$ cat config.mk
export PLATFORM = sky130hd
export DESIGN_NAME = sic_cascade_ctrl
export DESIGN_NICKNAME = d
export VERILOG_FILES = /design/src/rtl/sic_pkg.sv /design/src/rtl/sic_ctl_regs.sv /design/src/rtl/sic_route.sv /design/src/rtl/sic_read_mux.sv /design/src/rtl/sic_cascade_ctrl.sv
export SDC_FILE = /design/constraint.sdc
export NUM_CORES = 1
export LEC_CHECK = 0
export CORE_ASPECT_RATIO = 0.75
export CORE_MARGIN = 2
export CORE_UTILIZATION = 49
export CTS_CLUSTER_DIAMETER = 80
export CTS_CLUSTER_SIZE = 25
export DETAILED_ROUTE_END_ITERATION = 7
export PLACE_DENSITY = 0.85
export SLEW_MARGIN = 20
export SYNTH_ARGS = -nofsm -noshare
export SYNTH_HDL_FRONTEND = slang
export SYNTH_HIERARCHICAL = 1
export SYNTH_SLANG_ARGS = --single-unit
$ cat constraint.sdc
create_clock -name clk -period 1.8 [get_ports clk]
set_input_delay 0.45 -clock clk [delete_from_list [all_inputs] [get_ports clk]]
set_output_delay 0.45 -clock clk [all_outputs]
set_load 0.02 [all_outputs]
$ cat src/rtl/sic_pkg.sv
package sic_pkg;

    localparam int unsigned SRC_W  = 32;
    localparam int unsigned ADDR_W = 6;

    typedef logic [SRC_W-1:0]  src_vec_t;
    typedef logic [ADDR_W-1:0] reg_addr_t;

    typedef enum logic [ADDR_W-1:0] {
        OFS_STATUS = 6'h00,
        OFS_RAW    = 6'h04,
        OFS_EN_SET = 6'h08,
        OFS_EN_CLR = 6'h0C,
        OFS_ROUTE  = 6'h20
    } reg_ofs_e;

    typedef struct packed {
        src_vec_t enable;
        src_vec_t route;
    } ctl_state_t;

    typedef struct packed {
        logic     cascade;
        src_vec_t direct;
        src_vec_t pending;
    } irq_out_t;

    function automatic logic addr_is(reg_addr_t a, reg_ofs_e ofs);
        return a == reg_addr_t'(ofs);
    endfunction

    // Set bits first, then clear them, so a clear always overrides a set.
    function automatic src_vec_t next_enable(src_vec_t cur, logic set_hit,
                                             logic clr_hit, src_vec_t wd);
        src_vec_t set_mask;
        src_vec_t clr_mask;
        set_mask = set_hit ? wd : '0;
        clr_mask = clr_hit ? wd : '0;
        return (cur | set_mask) & ~clr_mask;
    endfunction

endpackage

$ cat src/rtl/sic_ctl_regs.sv
module sic_ctl_regs
    import sic_pkg::*;
(
    input  logic       clk,
    input  logic       rst,
    input  logic       wr_en,
    input  reg_addr_t  wr_addr,
    input  src_vec_t   wr_data,
    output ctl_state_t state_o
);

    ctl_state_t state_q;
    ctl_state_t state_d;
    logic       hit_set;
    logic       hit_clr;
    logic       hit_route;

    always_comb begin
        hit_set   = wr_en && addr_is(wr_addr, OFS_EN_SET);
        hit_clr   = wr_en && addr_is(wr_addr, OFS_EN_CLR);
        hit_route = wr_en && addr_is(wr_addr, OFS_ROUTE);
        state_d        = state_q;
        state_d.enable = next_enable(state_q.enable, hit_set, hit_clr, wr_data);
        if (hit_route) begin
            state_d.route = wr_data;
        end
    end

    always_ff @(posedge clk) begin
        if (rst) begin
            state_q <= '0;
        end else begin
            state_q <= state_d;
        end
    end

    assign state_o = state_q;


    reset_clear_chk: assert property (@(posedge clk)
        rst |=> (state_q.enable == '0 && state_q.route == '0));


    en_set_chk: assert property (@(posedge clk) disable iff (rst)
        (wr_en && wr_addr == reg_addr_t'(OFS_EN_SET))
        |=> ((state_q.enable & $past(wr_data)) == $past(wr_data)));


    en_clr_chk: assert property (@(posedge clk) disable iff (rst)
        (wr_en && wr_addr == reg_addr_t'(OFS_EN_CLR))
        |=> ((state_q.enable & $past(wr_data)) == '0));


    en_hold_chk: assert property (@(posedge clk) disable iff (rst)
        !(wr_en && (wr_addr == reg_addr_t'(OFS_EN_SET) ||
                    wr_addr == reg_addr_t'(OFS_EN_CLR)))
        |=> $stable(state_q.enable));


    route_load_chk: assert property (@(posedge clk) disable iff (rst)
        (wr_en && wr_addr == reg_addr_t'(OFS_ROUTE))
        |=> (state_q.route == $past(wr_data)));

endmodule

$ cat src/rtl/sic_route.sv
module sic_route
    import sic_pkg::*;
(
    input  src_vec_t   src_i,
    input  ctl_state_t ctl_i,
    output irq_out_t   out_o
);

    src_vec_t pend_v;
    src_vec_t dir_v;
    src_vec_t merge_v;

    for (genvar i = 0; i < SRC_W; i++) begin : g_src
        logic live;
        assign live       = src_i[i] & ctl_i.enable[i];
        assign pend_v[i]  = live;
        assign dir_v[i]   = live & ctl_i.route[i];
        assign merge_v[i] = live & ~ctl_i.route[i];
    end

    always_comb begin
        out_o.pending = pend_v;
        out_o.direct  = dir_v;
        out_o.cascade = |merge_v;
    end

endmodule

$ cat src/rtl/sic_read_mux.sv
module sic_read_mux
    import sic_pkg::*;
(
    input  reg_addr_t  rd_addr,
    input  src_vec_t   src_i,
    input  ctl_state_t ctl_i,
    input  src_vec_t   pending_i,
    output src_vec_t   rd_data
);

    always_comb begin
        rd_data = '0;
        if (addr_is(rd_addr, OFS_STATUS)) begin
            rd_data = pending_i;
        end else if (addr_is(rd_addr, OFS_RAW)) begin
            rd_data = src_i;
        end else if (addr_is(rd_addr, OFS_EN_SET) || addr_is(rd_addr, OFS_EN_CLR)) begin
            rd_data = ctl_i.enable;
        end else if (addr_is(rd_addr, OFS_ROUTE)) begin
            rd_data = ctl_i.route;
        end
    end

endmodule

$ cat src/rtl/sic_cascade_ctrl.sv
module sic_cascade_ctrl
    import sic_pkg::*;
(
    input  logic        clk,
    input  logic        rst,
    input  logic [31:0] src_level,
    input  logic        reg_wr,
    input  logic [5:0]  reg_addr,
    input  logic [31:0] reg_wdata,
    output logic [31:0] reg_rdata,
    output logic        cascade_irq,
    output logic [31:0] direct_irq
);

    ctl_state_t ctl;
    irq_out_t   irq;

    sic_ctl_regs u_regs (
        .clk     (clk),
        .rst     (rst),
        .wr_en   (reg_wr),
        .wr_addr (reg_addr),
        .wr_data (reg_wdata),
        .state_o (ctl)
    );

    sic_route u_route (
        .src_i (src_level),
        .ctl_i (ctl),
        .out_o (irq)
    );

    sic_read_mux u_rmux (
        .rd_addr   (reg_addr),
        .src_i     (src_level),
        .ctl_i     (ctl),
        .pending_i (irq.pending),
        .rd_data   (reg_rdata)
    );

    assign cascade_irq = irq.cascade;
    assign direct_irq  = irq.direct;


    cascade_quiet_chk: assert property (@(posedge clk) disable iff (rst)
        ((src_level & ctl.enable) == '0) |-> !cascade_irq);


    direct_routed_chk: assert property (@(posedge clk) disable iff (rst)
        ((direct_irq & ~ctl.route) == '0));


    direct_enabled_chk: assert property (@(posedge clk) disable iff (rst)
        ((direct_irq & ~ctl.enable) == '0));

endmodule

---- Yosys cells after proc, flatten, opt, wreduce, memory -nomap -nowiden ----
Index checks and enable logic that the tools add are counted.
word-level totals
  logic and storage cells ................. 149
  input bits .............................. 73
  bits in registers ....................... 64
  output and inout port bits .............. 65
operators by class
  equal/unequal tests ..................... 4
  muxes and demuxes ....................... 6
  bitwise operators ....................... 131
  reduce and logical (&&, ||, !) cells .... 6
operator list
  cell                                                 count
  two-way mux 32 bit                                   6
  bitwise AND 1 bit                                    96
  bitwise AND 32 bit                                   1
  inverter 1 bit                                       32
  inverter 32 bit                                      1
  OR 32 bit                                            1
  OR reduction 32 bit                                  1
  equality test 6 x 4 -> 1 bit, second input constant  2
  equality test 6 x 3 -> 1 bit, second input constant  1
  equality test 6 bit, second input constant           1
  logical NOT 6 bit                                    1
  logical AND 1 bit                                    3
  logical OR 1 bit                                     1

---- Depth between registers and ports, before layout ----
  depth in word-level cells ............... 5
  depth in mapped cells ................... 6

---- By module ----
The synthesis kept the hierarchy.
modules (own cells, without submodules)
  module        cells each  area an instance (um^2)  instances  sequential area each (um^2)
  sic_ctl_regs  258         2715.1                   1          1281.2
  sic_read_mux  153         1326.3                   1          0.0
  sic_route     149         820.8                    1          0.0

---- Worst setup path before layout ----
No wires, ideal clock.
  path kind ............................... input to output
  from .................................... input port reg_addr[1]
  to ...................................... output port reg_rdata[0]
  stages on the path ...................... 4
  data arrival time ....................... 1396 ps
  path slack .............................. -46 ps
  cell sequence ........................... nor3_4 buf_2 o221ai_2 a21oi_1
between the ends
  cells in the longest elaborated chain, start to end .. 5
  elaborated cells on any way between the ends .. 10
  those cells by class .................... eq/ne (4); mux (4); reduce/logical (2)
ends and longest elaborated chain
  item                                                                 RTL line                                RTL
  from (decl)                                                          sic_cascade_ctrl.sv:8                   input logic [5:0] reg_addr,
  equality test 6 bit or equality test 6 x 4 -> 1 bit (tied branches)  sic_pkg.sv:29                           return a == reg_addr_t'(ofs);
  two-way mux 32 bit or logical OR 1 bit (tied branches)               sic_read_mux.sv:19, sic_read_mux.sv:17
  two-way mux 32 bit                                                   sic_read_mux.sv:17                      end else if (addr_is(rd_addr, OFS_EN_SET) || addr_is(rd_addr, OFS_EN_CLR)) begin
  two-way mux 32 bit                                                   sic_read_mux.sv:15                      end else if (addr_is(rd_addr, OFS_RAW)) begin
  two-way mux 32 bit (*)                                               sic_read_mux.sv:13                      if (addr_is(rd_addr, OFS_STATUS)) begin
  to (decl)                                                            sic_cascade_ctrl.sv:10                  output logic [31:0] reg_rdata,
Mark *: on every way between the ends. The rest lies on a longest branch, timed or not.

---- Worst setup path after layout ----
  from .................................... input port src_level[15]
  to ...................................... output port cascade_irq
between the ends
  cells in the longest elaborated chain, start to end .. 3
ends and longest elaborated chain
  item                 RTL line                RTL
  from (decl)          sic_cascade_ctrl.sv:6   input logic [31:0] src_level,
  bitwise AND 1 bit    sic_route.sv:15         assign live = src_i[i] & ctl_i.enable[i];
  bitwise AND 1 bit    sic_route.sv:18         assign merge_v[i] = live & ~ctl_i.route[i];
  OR reduction 32 bit  sic_route.sv:24         out_o.cascade = |merge_v;
  to (decl)            sic_cascade_ctrl.sv:11  output logic cascade_irq,
Every way passes these cells.

==> key figures <==
Critical path
  • Worst Path Required: between 1 and 1.5 ns
  • Critical path launch point: src_level[15]
  • CP Data Arrival Time: 1.68 ns
  • Reg2Reg Setup Slack: 0.55 ns
  • Worst Path Max Fanout: 3
  • CP Class: input port to output port
  • CP endpoint kind: output port
  • R2r worst-path depth: 3
  • Slowest-stage cell, CP: nor4_1
  • Crit Reg-Reg Endpoint: u_regs/state_o[50]
  • Worst R2R Start: u_regs/state_o[50]
  • Crit path to: cascade_irq
  • Critical Path, Cell by Cell: dlygate4sd2_1, nand2_1, o22ai_1, nor4_1, nand4_1, buf_4
  • Startpoint types: input port
  • Crit-path max cell delay: 0.33 ns

Cells and area
  • Design Area, Final: 8000 µm²
  • Diodes inserted: 0
  • Fin util: 82.8%
  • Area taken by multi-input logic gates: 3500 µm²
  • Fin cells: 888
  • Layout cells sized above 1: 51.3%
  • Area Growth Syn to Fin: 64.6%
  • Max reg flops: 64
  • Nets: 824
  • Sequential cell area: 1290 µm²
  • FILL cells: 480

Job
  • Max-Cap Viols: 0

STA
  • Fin crit share: 118%
  • Slew margin rel.: 59.3%
  • Least-Margin Pin Slew: just over 0.6 ns
  • Clock skew: 0 ns
  • RSZ-0062 raised after global routing: true
  • Final hold vios: 0
  • Final setup fails: 67
  • Setup slack after layout: -0.329 ns
  • Post-route minimum period: 2.13 ns
  • Fmax achieved: 470 MHz
  • Fin. max-slew vios: 0

Global routing
  • Met2 Track Usage GR: 64.4%
  • Met3 layer usage reported by global route: 10.0%
  • Initial antenna violation count: 0
  • Met1 Usage GRT: ~49%
  • GRT busiest layer: met2
  • Vias in the first global route: 5920
  • Largest net degree at the start of global routing: between 40 and 50
  • First-pass GRT wire length: 33700 µm
  • Gr usage total: 40.5%
  • Gr ovfl total: 0

Clock network
  • Clk slew on worst S/H paths: 0.06 ns
  • TritonCTS clock tree: built
  • Clk_lat worst skew: 0.34 ns
  • Clock buffer depth: 2
  • Root buffer cell: clkbuf_16
  • CTS buffer count: 9
  • # clock sinks: 64
  • Post-CTS Hold Buffers: 0
  • H-tree depth: 3

Power
  • LEAKAGE: 3.59 nW
  • Internal: 3.22 mW
  • Power per cell area: 551 nW/µm²
  • Clk network pwr share: 47.9%
  • Sw Ratio: 27.0%
  • Combinational Power Share: 19.7%
  • Seq pwr share: between 30 and 40%
  • Worst vdd ir: 0.000452 V
  • Sw Pwr: between 1 and 1.5 mW

Synthesis
  • Syn avg cell area: 8.68 µm²
  • Top_reg_cell synth: dfxtp_1
  • Register area share after synthesis: 26.4%
  • Register bit total from synthesis: 64
  • Post-synth EDFFs: 0
  • Syn_nets: between 600 and 700
  • Async SR Flop Fraction: 0%
  • Syn Inst Count: 560
  • Cell variety after synth: 29
  • Synthesized area: 4860 µm²
  • Synth warn: 6

Placement
  • Hpwl dp: ~12000 µm
  • Placed instance count: approximately 840
  • Post-DP Area: 6800 µm²
  • Final RePlAce weighted congestion: 0.904
  • Port Buf Inserts: 137

Run status
  • Violated checks: setup timing
  • Outcome: finished, violations left

Floorplanning
  • Die height: 90.3 µm
  • Num rows: 31
  • Core Area: 9660 µm²
  • IO Count: 138
  • Die Width: 119 µm
  • Die area: 10700 µm²
  • Starting density of the core: approximately half

Drt
  • Post-DR wirelength/cell: 28.3 µm
  • Initial DRC count: 779
  • Drt pass-1 iters: 5
  • Vias: 6198
  • Average vias per placed instance: 6.98
  • Antenna-violating nets left: 0
  • Routed WL: 25100 µm
  • DRC: 0

Worst hold path
  • Hold Crit Class: register to register
per-layer routing:
metal / wire (µm) / part of all wire [%]
met5: 0 / 0
met4: 2310 / 9.2
met3: 3500 / 14
met2: 10700 / 43
met1: 8600 / 34
cells in the final DEF, fill, tap and decap left out, types with 30 or more instances in the layout:
master           instances
inv_1                   30
a21oi_2                 30
a41oi_1                 32
nand2_2                 35
nand2b_1                64
and3_1                  32
a211oi_1                30
dfxtp_1                 59
clkdlybuf4s50_1         32
buf_4                  105
area by class of cell:
class                   instances  share of cell area [%]
well taps                     132                    2.06
flip-flops and latches         64                    16.1
inverters                      33                    1.55
repair buffers                261                    32.2
clock inverters                 5                    1.30
clock buffers                  11                    3.03
multi-input cells             382                    43.8
critical path: cells and delay by family:
family	cells	cell delay (ns)
AND/OR/NAND/NOR	3	0.64
buffers and inverters	2	0.47
AO/OA/AOI/OAI	1	0.11
cell usage after synthesis, types with 3 or more instances:
| library cell | number | area, µm² |
|---|---|---|
| buf_6 | 6 | 67.6 |
| o221ai_2 | 30 | 450 |
| clkbuf_1 | 21 | 78.8 |
| and3_1 | 33 | 206 |
| mux2_2 | 32 | 360 |
| buf_12 | 3 | 60.1 |
| nand2_2 | 3 | 18.8 |
| mux2i_1 | 32 | 320 |
| a41oi_1 | 32 | 280 |
| inv_1 | 33 | 124 |
| nand2_1 | 61 | 229 |
| o22ai_1 | 16 | 100 |
| nand2b_1 | 64 | 400 |
| dfxtp_1 | 64 | 1280 |
| buf_4 | 36 | 270 |
| buf_2 | 13 | 65.1 |
| nor4_1 | 4 | 25.0 |
| a21oi_1 | 32 | 160 |
| a211oi_1 | 32 | 240 |
power by group through the flow:
stage / clock (mW) / sequential (mW) / combinational, mW
2_1_floorplan: 0 / 1.46 / 0.312
3_3_place_gp: 0 / 1.46 / 0.646
3_5_place_dp: 0 / 1.46 / 0.661
4_1_cts: 2.06 / 1.43 / 0.808
5_1_grt: 2.17 / 1.43 / 0.880
6_report: 2.11 / 1.43 / 0.870
worst min path at each step:
stage                 startpoint           endpoint  slack [ns]  cells past startpoint
6_report       u_regs/state_o[7]  u_regs/state_o[7]        0.58                      2
5_1_grt        u_regs/state_o[7]  u_regs/state_o[7]        0.58                      2
4_1_cts        u_regs/state_o[7]  u_regs/state_o[7]        0.53                      2
3_5_place_dp   u_regs/state_o[7]  u_regs/state_o[7]        0.53                      2
3_3_place_gp   u_regs/state_o[7]  u_regs/state_o[7]        0.52                      2
2_1_floorplan  u_regs/state_o[0]  u_regs/state_o[0]        0.47                      2
logic make-up (layout without fill, tap and decap cells):
kind of cell	Yosys count	count (layout)	share of synthesized area [%]
and+or+nand+nor	174	174	19.9
AOI/OAI and AO/OA	144	144	25.7
buffers and inverters	114	310	14.1
muxes	64	64	14.0
DFF	64	64	26.4
through the flow:
step | hold slack (ns) | setup slack, ns | setup TNS, ns | power [mW]
finish | 0.576 | -0.329 | -8.34 | 4.41
global route | 0.581 | -0.337 | -9.58 | 4.48
CTS | 0.527 | -0.238 | -6.00 | 4.30
detailed placement | 0.533 | -1.06 | -69.79 | 2.12
global placement | 0.520 | -0.982 | -64.17 | 2.10
floorplan | 0.471 | 0.0515 | 0 | 1.77
what timing repair did:
action,CTS,global route
pin swaps,79,34
resized for setup,376,107
cloned,7,3
hold endpoints to repair,0,0
buffers inserted,20,7
setup endpoints to repair,127,114
Note: power is estimated with default switching activity, not from simulation.
